--- src/rtl/fal_pkg.sv ---
package fal_pkg;
  localparam int unsigned OP_W = 5;

  typedef enum logic [OP_W-1:0] {
    OP_ZWS1        = 5'h01,
    OP_ZWS2        = 5'h02,
    OP_ZWS3        = 5'h03,
    OP_BYTE1       = 5'h04,
    OP_SHL4ADD     = 5'h05,
    OP_SRADD29     = 5'h08,
    OP_SRADD30     = 5'h09,
    OP_SRADD31     = 5'h0A,
    OP_SRADD32     = 5'h0B,
    OP_ODDADD      = 5'h0C,
    OP_ODDADDW     = 5'h0D,
    OP_MASKOR      = 5'h0E,
    OP_WADD_BYTE   = 5'h10,
    OP_WADD_BIT    = 5'h11,
    OP_WADD_ZEXTH  = 5'h12,
    OP_WADD_SEXTH  = 5'h13,
    OP_LOGIC_LSB   = 5'h14,
    OP_LOGIC_ZEXTH = 5'h18
  } fal_op_e;

  // op[4:2] groups for the logic family; op[1:0] picks the operation
  localparam logic [2:0] GRP_LOGIC_LSB   = 3'b101;
  localparam logic [2:0] GRP_LOGIC_ZEXTH = 3'b110;

  typedef enum logic [1:0] {
    LG_AND = 2'd0,
    LG_OR  = 2'd1,
    LG_XOR = 2'd2,
    LG_ORC = 2'd3
  } fal_logic_e;
endpackage

--- src/rtl/fal_shadd_unit.sv ---
module fal_shadd_unit
  import fal_pkg::*;
#(
  parameter int unsigned XLEN = 64
) (
  input  logic [OP_W-1:0] op_i,
  input  logic [XLEN-1:0] src1_i,
  input  logic [XLEN-1:0] src2_i,
  output logic            hit_o,
  output logic [XLEN-1:0] res_o
);
  localparam int unsigned WORD = 32;
  localparam int unsigned SR_BASE = 29;

  logic [XLEN-1:0] zext_word;
  logic [5:0]      sr_amt;
  logic [WORD-1:0] odd_word;

  assign zext_word = {{(XLEN-WORD){1'b0}}, src1_i[WORD-1:0]};
  assign sr_amt    = 6'(SR_BASE) + {4'b0, op_i[1:0]};
  assign odd_word  = src2_i[WORD-1:0] + {{(WORD-1){1'b0}}, src1_i[0]};

  always_comb begin
    hit_o = 1'b1;
    res_o = '0;
    case (op_i)
      OP_ZWS1, OP_ZWS2, OP_ZWS3:
        res_o = zext_word << op_i[1:0];
      OP_BYTE1:
        res_o = {{(XLEN-8){1'b0}}, src1_i[15:8]};
      OP_SHL4ADD:
        res_o = (src1_i << 4) + src2_i;
      OP_SRADD29, OP_SRADD30, OP_SRADD31, OP_SRADD32:
        res_o = (src1_i >> sr_amt) + src2_i;
      OP_ODDADD:
        res_o = {{(XLEN-1){1'b0}}, src1_i[0]} + src2_i;
      OP_ODDADDW:
        res_o = {{(XLEN-WORD){odd_word[WORD-1]}}, odd_word};
      OP_MASKOR:
        res_o = {src1_i[XLEN-1:8], 8'h00} | src2_i;
      default:
        hit_o = 1'b0;
    endcase
  end
endmodule

--- src/rtl/fal_wadd_unit.sv ---
module fal_wadd_unit
  import fal_pkg::*;
#(
  parameter int unsigned XLEN = 64,
  parameter int unsigned WORD = 32
) (
  input  logic [OP_W-1:0] op_i,
  input  logic [WORD-1:0] a_i,
  input  logic [WORD-1:0] b_i,
  output logic            hit_o,
  output logic [XLEN-1:0] res_o
);
  localparam int unsigned HALF = 16;

  logic [WORD-1:0] sum;
  assign sum = a_i + b_i;

  always_comb begin
    hit_o = 1'b1;
    res_o = '0;
    case (op_i)
      OP_WADD_BYTE:  res_o = {{(XLEN-8){1'b0}}, sum[7:0]};
      OP_WADD_BIT:   res_o = {{(XLEN-1){1'b0}}, sum[0]};
      OP_WADD_ZEXTH: res_o = {{(XLEN-HALF){1'b0}}, sum[HALF-1:0]};
      OP_WADD_SEXTH: res_o = {{(XLEN-HALF){sum[HALF-1]}}, sum[HALF-1:0]};
      default:       hit_o = 1'b0;
    endcase
  end
endmodule

--- src/rtl/fal_logic_unit.sv ---
module fal_logic_unit
  import fal_pkg::*;
#(
  parameter int unsigned XLEN = 64
) (
  input  logic [OP_W-1:0] op_i,
  input  logic [XLEN-1:0] src1_i,
  input  logic [XLEN-1:0] src2_i,
  output logic            hit_o,
  output logic [XLEN-1:0] res_o
);
  localparam int unsigned NBYTES = XLEN / 8;
  localparam int unsigned HALF   = 16;

  logic [XLEN-1:0] orc;
  logic [XLEN-1:0] lg;
  logic            is_lsb, is_zh;

  for (genvar b = 0; b < NBYTES; b++) begin : g_orc
    assign orc[b*8 +: 8] = {8{|src1_i[b*8 +: 8]}};
  end

  always_comb begin
    case (fal_logic_e'(op_i[1:0]))
      LG_AND:  lg = src1_i & src2_i;
      LG_OR:   lg = src1_i | src2_i;
      LG_XOR:  lg = src1_i ^ src2_i;
      default: lg = orc;
    endcase
  end

  assign is_lsb = (op_i[4:2] == GRP_LOGIC_LSB);
  assign is_zh  = (op_i[4:2] == GRP_LOGIC_ZEXTH);
  assign hit_o  = is_lsb | is_zh;

  always_comb begin
    res_o = '0;
    if (is_lsb) res_o[0] = lg[0];
    if (is_zh)  res_o[HALF-1:0] = lg[HALF-1:0];
  end
endmodule

--- src/rtl/fused_alu.sv ---
module fused_alu
  import fal_pkg::*;
#(
  parameter int unsigned XLEN = 64
) (
  input  logic            clk_i,
  input  logic            rst_ni,
  input  logic            valid_i,
  input  logic [OP_W-1:0] op_i,
  input  logic [XLEN-1:0] src1_i,
  input  logic [XLEN-1:0] src2_i,
  output logic            valid_o,
  output logic [XLEN-1:0] result_o,
  output logic            illegal_o
);
  localparam int unsigned WORD  = 32;
  localparam int unsigned NUNIT = 3;

  logic [NUNIT-1:0]           hit;
  logic [NUNIT-1:0][XLEN-1:0] part;
  logic [XLEN-1:0]            merged;
  logic                       illegal;

  fal_shadd_unit #(.XLEN(XLEN)) u_shadd (
    .op_i  (op_i),
    .src1_i(src1_i),
    .src2_i(src2_i),
    .hit_o (hit[0]),
    .res_o (part[0])
  );

  fal_wadd_unit #(.XLEN(XLEN), .WORD(WORD)) u_wadd (
    .op_i (op_i),
    .a_i  (src1_i[WORD-1:0]),
    .b_i  (src2_i[WORD-1:0]),
    .hit_o(hit[1]),
    .res_o(part[1])
  );

  fal_logic_unit #(.XLEN(XLEN)) u_logic (
    .op_i  (op_i),
    .src1_i(src1_i),
    .src2_i(src2_i),
    .hit_o (hit[2]),
    .res_o (part[2])
  );

  // units drive zero when not selected, so an OR merges them
  always_comb begin
    merged = '0;
    for (int u = 0; u < NUNIT; u++) merged = merged | part[u];
  end

  assign illegal = ~|hit;

  always_ff @(posedge clk_i or negedge rst_ni) begin
    if (!rst_ni) begin
      valid_o   <= 1'b0;
      illegal_o <= 1'b0;
      result_o  <= '0;
    end else begin
      valid_o   <= valid_i;
      illegal_o <= valid_i & illegal;
      if (valid_i) result_o <= illegal ? '0 : merged;
    end
  end
endmodule

--- config.mk ---
export PLATFORM = sky130hd
export DESIGN_NAME = fused_alu
export DESIGN_NICKNAME = d
export VERILOG_FILES = /design/src/rtl/fal_pkg.sv /design/src/rtl/fal_shadd_unit.sv /design/src/rtl/fal_wadd_unit.sv /design/src/rtl/fal_logic_unit.sv /design/src/rtl/fused_alu.sv
export SDC_FILE = /design/constraint.sdc
export NUM_CORES = 1
export LEC_CHECK = 0
export BUFFER_PORTS_ARGS = -buffer_cell sky130_fd_sc_hd__clkbuf_2
export CAP_MARGIN = 20
export CORE_MARGIN = 3
export CORE_UTILIZATION = 40
export DETAILED_ROUTE_END_ITERATION = 10
export SYNTH_ARGS = -nofsm -noshare
export SYNTH_HDL_FRONTEND = slang
export SYNTH_SLANG_ARGS = --single-unit
--- constraint.sdc ---
create_clock -name clk_i -period 1.6 [get_ports clk_i]
set_clock_uncertainty 0.15 [all_clocks]
set_input_delay 0.08 -clock clk_i [delete_from_list [all_inputs] [get_ports clk_i]]
set_output_delay 0.08 -clock clk_i [all_outputs]
set_load 0.03 [all_outputs]
==> results_dict.tcl <==
set metrics [dict create \
    hpwl_um 61100 \
    die_h_um 192 \
    post_drt_wl_per_cell_um 23.4 \
    synth_compound_area_frac 0.366 \
    grt_remaining_overflow 0 \
    place_area_sq_mm 0.0208 \
    placed_cells 3209 \
    p_per_area_mw_per_mm2 591 \
    ys_warn_count 0 \
    postRouteAntennaNets 0 \
    area_growth_pct 64.7 \
    arrival_ns 3.81 \
    rsz0062_at_grt "yes" \
    drive_above_1_share 0.426 \
    grt_pass1_wl_um 113000 \
    io_pins 202 \
    setup_ws_ns -2.08 \
    cellLeakagePower_nw 11.0 \
    synth_async_sr_flop_share 1.00 \
    reg2reg_from "result_o[61]" \
    drt_first_pass_iters 6 \
    gp_congestion 1.10 \
    die-area_sq_mm 0.0369 \
    synth_simple_gate_area_share 0.205 \
    yosysUniqueCellTypes 89 \
    cts_buffer_depth 2 \
    hold_class "input port to register" \
    layout_commonest_cell "buf_4" \
    finalPower_mw 13.5 \
    critPathRequiredTime_ns 1.73 \
    synthTopCellsByArea "dfrtp_1, ha_1, a21oi_1" \
    cts-htree-levels 3 \
    maxClockFrequency_ghz 0.272 \
    core_area_sq_mm 0.0338 \
    die_x_um 192 \
    fin_area_sq_mm 0.0228 \
    synth_cells 1955 \
    grt_max_degree 67 \
    cts_tree "yes" \
    finalSetupTns_ns -106.44 \
    r2r_end "result_o[61]" \
    yosys.area_share.adder 0.119 \
    worstSetupStartpoint "op_i[4]" \
    synth.avg_cell_area_sq_um 7.08 \
    final_cell_mix "buf_4, a21oi_1, clkbuf_2, nand2_1, nor2_1" \
    clock_latency_ns 0.36 \
    slew_violations 0 \
    vias_per_cell 6.09 \
    status "complete, but fails checks" \
    place_ws_ns -2.57 \
    wirelength_um 76500 \
    synth_edf_count 0 \
    synth_top_family_by_area "compound AO/OA/AOI/OAI gates" \
    synthesis.nets 2221 \
    cts_made_buffers 9 \
    diodes 0 \
    violations "setup timing" \
    reg2reg_depth 3 \
    fill_cells 2968 \
    clk_pin_slew_ns 0.07 \
    muxShareOfSynthArea 0.0587 \
    grt_pass1_vias 19100 \
    ys.flop_type "dfrtp_1" \
    maxCapViolCount 0 \
    io_buffer_count 201 \
    synth_top_area_cell "dfrtp_1" \
    netlist_area_sq_mm 0.0138 \
    vias 19900 \
    whs_ns 0.00847 \
    final_hold_viol_count 0 \
    fin_crit_ns 3.68 \
    cp-start-kind "input port" \
    cp-endpoint "result_o[44]" \
    drt_iter0_markers 2260 \
    track_usage 0.400 \
    tightest_slew_ns 0.627 \
    relSlewSlack 0.578 \
    utilization 0.674 \
    regToRegSetupSlack_ns 0.29 \
    cts_root_buf "clkbuf_16" \
    synth_top_area_share 0.119 \
    yosys.area_share.xor_xnor 0.0760 \
    ir_drop_mv 0.596 \
    fin_nets 3082 \
    cp_max_fo 7 \
    layoutNonFillerInstCount 3269 \
    path_class "input port to register" \
    drc 0 \
    antenna_found_initial 0 \
    num_rows 67 \
    ys_seq_elements 66 \
    cts.sinks 66 \
    start_util 0.409 \
    finalCritPeriodShare 2.30 \
    setup_viol 64 \
    endpoint_kind "register" \
    synth-seq-area-share 0.119 \
]
## worst min path at each step
| stage | start | endpoint | cells after the start |
|---|---|---|---|
| 2_1_floorplan | rst_ni | illegal_o | 0 |
| 3_3_place_gp | rst_ni | result_o[6] | 2 |
| 3_5_place_dp | rst_ni | result_o[10] | 2 |
| 4_1_cts | src2_i[50] | result_o[50] | 4 |
| 5_1_grt | src2_i[44] | result_o[44] | 4 |
| 6_report | src2_i[50] | result_o[50] | 4 |
## cell families after synthesis
kind of cell / count (synthesis)
compound gates: 775
simple gates: 587
buf+inv: 201
fa+ha+maj: 130
xor+xnor: 120
mux: 76
flops: 66
## what timing repair did
action,CTS,global route
buffers inserted,28,22
resized for setup,162,95
gates cloned,4,0
hold endpoints to repair,68,0
pin swaps,103,114
hold buffers,3,0
setup endpoints to repair,65,65
## area by class of cell
cell class	count	area, sq um	share of cell area
Clock inverter	6	113	0.00494
Sequential cell	66	1650	0.0725
Multi-Input combinational cell	1688	12700	0.555
Timing Repair Buffer	976	7280	0.320
Inverter	75	283	0.0124
Tap cell	448	561	0.0246
Clock buffer	10	239	0.0105
## flip-flops by register name, summed over array words and instances, names as in the netlist
register,cells
illegal_o,1
result_o,64
valid_o,1
## worst max-delay path, stage by stage
cell and delay, ns:
buf_6 0.10, nand3b_1 0.25, buf_6 0.19, nor3_4 0.21, nor2_2 0.08, a21oi_4 0.14, ha_4 0.16, inv_2 0.04
fa_2 0.34, nand2b_4 0.17, a21oi_4 0.15, o211ai_1 0.15, a32oi_2 0.34, a22oi_2 0.17, o21ba_4 0.30, or2_4 0.31
or4_4 0.49, a41oi_2 0.13
## synthesized netlist by cell type, types with 11 or more instances
cell / number
a211oi_1: 36
a21o_1: 60
a21oi_1: 232
a221oi_1: 34
a22oi_1: 16
a31oi_1: 26
a41oi_1: 15
and2_1: 19
and3_1: 18
buf_1: 11
clkbuf_1: 106
dfrtp_1: 66
ha_1: 127
inv_1: 74
mux2_2: 11
mux2i_1: 62
nand2_1: 162
nand2b_1: 16
nand3_1: 49
nand4_1: 51
nor2_1: 157
nor2b_1: 14
nor3_1: 35
nor4_1: 16
o211ai_1: 25
o21a_1: 22
o21ai_0: 148
o21ai_1: 12
o21bai_1: 22
o221ai_1: 13
o22ai_1: 13
o31ai_1: 12
or3_1: 19
xnor2_1: 64
xor2_1: 56
## where the power goes
| part | total [mW] | switching [mW] | internal (mW) |
|---|---|---|---|
| Combinational | 8.85 | 4.83 | 4.02 |
| Sequential | 2.03 | 0.164 | 1.87 |
| Clock | 2.59 | 1.02 | 1.58 |
## per-layer routing
metal | up-vias | GRT usage | routed length [um]
met2 | 1100 | 0.601 | 32700
met4 | 0 | 0.180 | 3790
met5 | - | 0 | 0
met3 | 237 | 0.0787 | 7390
li1 | 9145 | - | -
met1 | 9441 | 0.553 | 32600
No activity file was read; power rests on OpenSTA's default activity.
